[src/rtl/gpx_pkg.sv]
package gpx_pkg;

  localparam int ADDR_W = 8;

  // Base address of each register kind; group k sits at base + k
  localparam logic [ADDR_W-1:0] A_STATE = 8'h10;
  localparam logic [ADDR_W-1:0] A_DIR   = 8'h60;
  localparam logic [ADDR_W-1:0] A_TYPE  = 8'h64;
  localparam logic [ADDR_W-1:0] A_PULL  = 8'h68;
  localparam logic [ADDR_W-1:0] A_SET   = 8'h6C;
  localparam logic [ADDR_W-1:0] A_CLR   = 8'h70;

  typedef struct packed {
    logic oe;
    logic od;
    logic pu;
    logic pd;
    logic ana;
  } pad_ctl_t;

  // Exact address match for group k of a register kind
  function automatic logic reg_hit(input logic [ADDR_W-1:0] addr,
                                   input logic [ADDR_W-1:0] base,
                                   input int k);
    return addr == (base + ADDR_W'(k));
  endfunction

  // Address falls inside the n groups of a register kind
  function automatic logic in_group(input logic [ADDR_W-1:0] addr,
                                    input logic [ADDR_W-1:0] base,
                                    input int n);
    logic [ADDR_W-1:0] off;
    off = addr - base;
    return (addr >= base) && (int'(off) < n);
  endfunction

  function automatic logic addr_mapped(input logic [ADDR_W-1:0] addr, input int n);
    return in_group(addr, A_STATE, n) || in_group(addr, A_DIR, n) ||
           in_group(addr, A_TYPE, n)  || in_group(addr, A_PULL, n) ||
           in_group(addr, A_SET, n)   || in_group(addr, A_CLR, n);
  endfunction

  // Per-pin pad control; the type and pull bits depend on direction
  function automatic pad_ctl_t pad_decode(input logic dir, input logic typ, input logic pul);
    pad_ctl_t c;
    c = '0;
    if (dir) begin
      c.oe = 1'b1;
      c.od = typ;
      c.pu = typ & pul;
    end else if (typ) begin
      c.pu = pul;
      c.pd = ~pul;
    end else begin
      c.ana = ~pul;
    end
    return c;
  endfunction

endpackage

[src/rtl/gpx_sync.sv]
module gpx_sync #(
  parameter int W = 24
) (
  input  logic         clk,
  input  logic         rst_n,
  input  logic [W-1:0] d,
  output logic [W-1:0] q
);

  logic [W-1:0] meta_q;
  logic [1:0]   age_q;

  always_ff @(posedge clk or negedge rst_n) begin
    if (!rst_n) begin
      meta_q <= '0;
      q      <= '0;
    end else begin
      meta_q <= d;
      q      <= meta_q;
    end
  end

  // Edges since reset, saturating; lets the latency check avoid the reset window
  always_ff @(posedge clk or negedge rst_n) begin
    if (!rst_n)         age_q <= '0;
    else if (age_q != 2'd2) age_q <= age_q + 2'd1;
  end


  sync_lat_chk: assert property (@(posedge clk) disable iff (!rst_n)
    (age_q == 2'd2) |-> (q == $past(d, 2)));

endmodule

[src/rtl/gpx_cfg_bank.sv]
module gpx_cfg_bank
  import gpx_pkg::*;
#(
  parameter int DW = 8,
  parameter int K  = 0
) (
  input  logic              clk,
  input  logic              rst_n,
  input  logic              wr_en,
  input  logic [ADDR_W-1:0] addr,
  input  logic [DW-1:0]     wdata,
  output logic [DW-1:0]     dir_q,
  output logic [DW-1:0]     typ_q,
  output logic [DW-1:0]     pul_q,
  output logic [DW-1:0]     lat_q
);

  logic dir_hit, typ_hit, pul_hit, set_hit, clr_hit;

  assign dir_hit = wr_en && reg_hit(addr, A_DIR,  K);
  assign typ_hit = wr_en && reg_hit(addr, A_TYPE, K);
  assign pul_hit = wr_en && reg_hit(addr, A_PULL, K);
  assign set_hit = wr_en && reg_hit(addr, A_SET,  K);
  assign clr_hit = wr_en && reg_hit(addr, A_CLR,  K);

  always_ff @(posedge clk or negedge rst_n) begin
    if (!rst_n) begin
      dir_q <= '0;
      typ_q <= '0;
      pul_q <= '0;
    end else begin
      if (dir_hit) dir_q <= wdata;
      if (typ_hit) typ_q <= wdata;
      if (pul_hit) pul_q <= wdata;
    end
  end

  always_ff @(posedge clk or negedge rst_n) begin
    if (!rst_n)       lat_q <= '0;
    else if (set_hit) lat_q <= lat_q | wdata;
    else if (clr_hit) lat_q <= lat_q & ~wdata;
  end


  set_keeps_chk: assert property (@(posedge clk) disable iff (!rst_n)
    set_hit |=> (((lat_q & $past(wdata)) == $past(wdata)) &&
                 ((lat_q & ~$past(wdata)) == ($past(lat_q) & ~$past(wdata)))));


  clr_clears_chk: assert property (@(posedge clk) disable iff (!rst_n)
    clr_hit |=> (((lat_q & $past(wdata)) == '0) &&
                 ((lat_q & ~$past(wdata)) == ($past(lat_q) & ~$past(wdata)))));


  latch_hold_chk: assert property (@(posedge clk) disable iff (!rst_n)
    !(set_hit || clr_hit) |=> $stable(lat_q));

endmodule

[src/rtl/gpx_pad_decode.sv]
module gpx_pad_decode
  import gpx_pkg::*;
#(
  parameter int W = 24
) (
  input  logic [W-1:0] dir,
  input  logic [W-1:0] typ,
  input  logic [W-1:0] pul,
  output logic [W-1:0] oe,
  output logic [W-1:0] od,
  output logic [W-1:0] pu,
  output logic [W-1:0] pd,
  output logic [W-1:0] ana
);

  for (genvar i = 0; i < W; i++) begin : g_pin
    pad_ctl_t c;
    assign c      = pad_decode(dir[i], typ[i], pul[i]);
    assign oe[i]  = c.oe;
    assign od[i]  = c.od;
    assign pu[i]  = c.pu;
    assign pd[i]  = c.pd;
    assign ana[i] = c.ana;
  end

endmodule

[src/rtl/gpx_port_bank.sv]
module gpx_port_bank
  import gpx_pkg::*;
#(
  parameter int BANKS = 3,
  parameter int DW    = 8,
  localparam int PINS = BANKS * DW
) (
  input  logic              clk,
  input  logic              rst_n,
  input  logic [ADDR_W-1:0] reg_addr,
  input  logic [DW-1:0]     reg_wdata,
  input  logic              reg_wr,
  input  logic              reg_rd,
  output logic [DW-1:0]     reg_rdata,
  input  logic [PINS-1:0]   pin_in,
  output logic [PINS-1:0]   pin_out,
  output logic [PINS-1:0]   pad_oe,
  output logic [PINS-1:0]   pad_od,
  output logic [PINS-1:0]   pad_pu,
  output logic [PINS-1:0]   pad_pd,
  output logic [PINS-1:0]   pad_ana
);

  logic [PINS-1:0] dir_all, typ_all, pul_all, lat_all, pin_state;
  logic [DW-1:0]   rd_mux;
  logic            rd_unmapped;

  gpx_sync #(.W(PINS)) u_sync (
    .clk(clk), .rst_n(rst_n), .d(pin_in), .q(pin_state)
  );

  for (genvar k = 0; k < BANKS; k++) begin : g_bank
    gpx_cfg_bank #(.DW(DW), .K(k)) u_bank (
      .clk   (clk),
      .rst_n (rst_n),
      .wr_en (reg_wr),
      .addr  (reg_addr),
      .wdata (reg_wdata),
      .dir_q (dir_all[k*DW +: DW]),
      .typ_q (typ_all[k*DW +: DW]),
      .pul_q (pul_all[k*DW +: DW]),
      .lat_q (lat_all[k*DW +: DW])
    );
  end

  gpx_pad_decode #(.W(PINS)) u_pad (
    .dir(dir_all), .typ(typ_all), .pul(pul_all),
    .oe(pad_oe), .od(pad_od), .pu(pad_pu), .pd(pad_pd), .ana(pad_ana)
  );

  assign pin_out = lat_all;

  always_comb begin
    rd_mux = '0;
    for (int k = 0; k < BANKS; k++) begin
      if (reg_hit(reg_addr, A_STATE, k)) rd_mux = pin_state[k*DW +: DW];
      if (reg_hit(reg_addr, A_DIR,   k)) rd_mux = dir_all[k*DW +: DW];
      if (reg_hit(reg_addr, A_TYPE,  k)) rd_mux = typ_all[k*DW +: DW];
      if (reg_hit(reg_addr, A_PULL,  k)) rd_mux = pul_all[k*DW +: DW];
      if (reg_hit(reg_addr, A_SET,   k)) rd_mux = lat_all[k*DW +: DW];
      if (reg_hit(reg_addr, A_CLR,   k)) rd_mux = lat_all[k*DW +: DW];
    end
  end

  always_ff @(posedge clk or negedge rst_n) begin
    if (!rst_n)      reg_rdata <= '0;
    else if (reg_rd) reg_rdata <= rd_mux;
  end

  assign rd_unmapped = reg_rd && !addr_mapped(reg_addr, BANKS);


  unmapped_zero_chk: assert property (@(posedge clk) disable iff (!rst_n)
    rd_unmapped |=> (reg_rdata == '0));


  rdata_hold_chk: assert property (@(posedge clk) disable iff (!rst_n)
    !reg_rd |=> $stable(reg_rdata));


  od_only_out_chk: assert property (@(posedge clk) disable iff (!rst_n)
    ((pad_od & ~dir_all) == '0) && ((pad_oe ^ dir_all) == '0));


  pd_only_in_chk: assert property (@(posedge clk) disable iff (!rst_n)
    ((pad_pd & dir_all) == '0) && ((pad_pu & pad_pd) == '0));

endmodule

[config.mk]
export PLATFORM = sky130hd
export DESIGN_NAME = gpx_port_bank
export DESIGN_NICKNAME = d
export VERILOG_FILES = /design/src/rtl/gpx_pkg.sv /design/src/rtl/gpx_sync.sv /design/src/rtl/gpx_cfg_bank.sv /design/src/rtl/gpx_pad_decode.sv /design/src/rtl/gpx_port_bank.sv
export SDC_FILE = /design/constraint.sdc
export NUM_CORES = 1
export LEC_CHECK = 0
export BUFFER_PORTS_ARGS = -buffer_cell sky130_fd_sc_hd__clkbuf_2
export CAP_MARGIN = 5
export CORE_UTILIZATION = 55
export DETAILED_ROUTE_END_ITERATION = 8
export PLACE_DENSITY = 0.78
export SYNTH_ARGS = -nofsm -noshare
export SYNTH_HDL_FRONTEND = slang
export SYNTH_HIERARCHICAL = 1
export SYNTH_SLANG_ARGS = --single-unit
[constraint.sdc]
create_clock -name clk -period 4.7 [get_ports clk]
set_input_delay 0.235 -clock clk [delete_from_list [all_inputs] [get_ports clk]]
set_output_delay 0.235 -clock clk [all_outputs]
set_load 0.01 [all_outputs]
==> flow_summary.json <==
{
  "status": "finished clean",
  "clk_pin_slew_ns": 0.07,
  "synth_xor_area_share_pct": 0.108,
  "synthMuxAreaShare_pct": 11.9,
  "syn_inst": 709,
  "synthSimpleGateAreaFrac_pct": 20.7,
  "cts_root_buffer": "clkbuf_16",
  "place.gp.congestion": 0.925,
  "critPathArrivalTime_ns": 3.04,
  "critPathRequiredTime_ns": 5.04,
  "hpwl_um": 18800,
  "reg2reg_depth": 5,
  "wirelength_um": 27100,
  "synth_area_sq_um": 8080,
  "syn_to_final_growth_pct": 21.0,
  "crit_fanout": 32,
  "final_common_cell": "clkbuf_2",
  "mostFrequentLayoutCells": "clkbuf_2 (194), dfrtp_1 (152), mux2_2 (46), nor3_1 (36), nor2_1 (30)",
  "fin_crit_sh_pct": 57.5,
  "cts_tree": "done",
  "dpl_cell_area_sq_um": 8920,
  "io_buffers": 195,
  "swShare_pct": 27.2,
  "synth_top_family_by_area": "simple AND/OR/NAND/NOR gates",
  "max-vdd-ir-drop_v": 0.000276,
  "worst_clock_skew_ns": 0.00880,
  "setup_viol": 0,
  "fin_util_pct": 69.4,
  "synthFlopType": "dfrtp_1",
  "viasPerCell": 6.48,
  "grt-ovfl-total": 0,
  "cts.sink_count": 152,
  "drc": 0,
  "tns_ns": 0,
  "p_comb_share_pct": 11.6,
  "crit_path_end_kind": "flop",
  "slew_headroom_pct": 26.7,
  "grt_pass1_vias": 6582,
  "slew_viol_final": 0,
  "grt_pass1_wl_um": 40200,
  "grt_max_degree": 93,
  "avgSynthCellArea_sq_um": 11.4,
  "die_x_um": 123,
  "hp-start": "reg_rd",
  "layout-drive-gt1-share_pct": 41.0,
  "synth_adder_area_share_pct": 0,
  "antenna_left": 0,
  "holdPathStages": 2,
  "dieHeight_um": 123,
  "start_util_pct": 57.3,
  "fin_area_sq_um": 9780,
  "io-pin-count": 196,
  "htreeDepth": 4,
  "ys_ff_latch": 152,
  "cap_violations": 0,
  "yosysWarnings": 6,
  "hold_violations": 0,
  "grt_usage_pct": 37.1,
  "switchingPower_w": 0.000888,
  "std_cell_rows": 43,
  "synth.yosys.seq_area_share_pct": 47.1,
  "rsz0062_at_grt": "false",
  "vias": 7020,
  "antennaDiodeCount": 0,
  "routedWlPerCell_um": 25.0,
  "drt_iter0_drc": 680,
  "dr.pass1.iters": 5,
  "postCtsSetupRepairBufs": 0,
  "synth_compound_area_share_pct": 14.5,
  "power_density_nw_per_um2": 334,
  "clock_latency_ns": 0.42,
  "worst_slew_pin_slew_ns": 1.10,
  "async_flop_share_pct": 100,
  "synth_nets": 753,
  "worstSetupPathType": "in2reg",
  "grt_antenna_before_repair": 1,
  "seqPwrFrac_pct": 44.6,
  "clock_path_buffers": 2,
  "dieArea_sq_um": 15200,
  "synth_top_area_share_pct": 47.1,
  "min_to": "reg_rdata[2]",
  "ys_types": 72,
  "power_leakage_nw": 4.68,
  "internal_power_w": 0.00238,
  "synthTopCellsByArea": "dfrtp_1 (47%), mux2_2 (6.4%), mux2_4 (4.8%)",
  "num-nets-final": 936,
  "maxClockFrequency_ghz": 0.370,
  "cts_buffers": 17,
  "timing.reg2reg.setup_slack_ns": 2.95,
  "start_kind": "input pin",
  "min_path_type": "in2reg",
  "clkPwrFrac_pct": 43.8,
  "period_needed_ns": 2.70,
  "synth_edf_count": 0,
  "yosys.area.top_type": "dfrtp_1",
  "core_region_area_sq_um": 14100,
  "reg2reg_to": "reg_rdata[6]"
}
-- how the worst max path moves through the flow --
stage | cells after the start | to | startpoint | slack, ns
4_1_cts | 7 | reg_rdata[5] | reg_addr[2] | 2.12
3_5_place_dp | 7 | reg_rdata[5] | reg_addr[2] | 1.65
5_1_grt | 7 | reg_rdata[5] | reg_addr[2] | 1.92
3_3_place_gp | 7 | reg_rdata[6] | reg_addr[2] | 1.79
2_1_floorplan | 7 | reg_rdata[6] | reg_addr[4] | 2.83
6_report | 7 | reg_rdata[5] | reg_addr[2] | 2.00
-- per-layer routing --
metal,vias up,global-route usage [%],share of wire [%]
li1,3012,-,-
met4,0,16.6,3.6
met1,3496,51.6,42
met5,-,0,0
met3,53,9.78,9.7
met2,459,54.3,45
-- stage by stage --
stage,std cells,worst slack (ns),total power (W),hold slack [ns]
finish,1084,2.00,0.00326,0.316
global route,1084,1.92,0.00337,0.308
CTS,1084,2.12,0.00327,0.287
detailed placement,1028,1.65,0.00183,0.335
global placement,1028,1.79,0.00182,0.333
floorplan,709,2.83,0.00164,-0.0606
-- kinds of logic after synthesis --
| family | Yosys count |
|---|---|
| and+or+nand+nor | 245 |
| AOI/OAI and AO/OA | 158 |
| muxes | 77 |
| xor gates and xnor gates | 1 |
| buffers and inverters | 76 |
| DFF | 152 |
-- synthesized netlist by cell type (6+ instances only) --
library cell / count
buf_2: 14
and2_2: 24
mux2_4: 26
and2_1: 24
a22o_1: 27
a22oi_1: 17
inv_1: 15
nor2_1: 30
buf_4: 24
o22ai_1: 11
a21oi_1: 27
dfrtp_1: 152
nor3_1: 36
nor3b_2: 25
nand4_1: 24
o21ai_0: 17
clkbuf_1: 11
o221ai_1: 7
mux2_2: 46
nand2_1: 25
or3_1: 6
-- worst max-delay path, stage by stage --
cell and delay [ns]:
clkbuf_2 0.65, nor2b_1 0.95, a22oi_1 0.17, o22a_1 0.25, a221oi_1 0.37, o221ai_1 0.20
a22oi_1 0.18
-- area by class of cell --
class                           count  area [sq um]
Fill cell                        1010          4320
Sequential cell                   152          3800
Clock inverter                     14           186
Timing Repair Buffer              224          1260
Tap cell                          180           225
Clock buffer                       17           425
Multi-Input combinational cell    481          3810
Inverter                           16          60.1
-- repair_timing --
item,4_1_cts,5_1_grt
hold buffers,25,0
hold endpoints to repair,115,0
resized for setup,0,0
-- power by group through the flow --
stage	sequential (W)	combinational [W]	clock (W)
2_1_floorplan	0.00145	0.000192	0
3_3_place_gp	0.00147	0.000351	0
3_5_place_dp	0.00147	0.000359	0
4_1_cts	0.00145	0.000377	0.00144
5_1_grt	0.00146	0.000411	0.00150
6_report	0.00145	0.000380	0.00143
(Power assumes the default switching activity.)
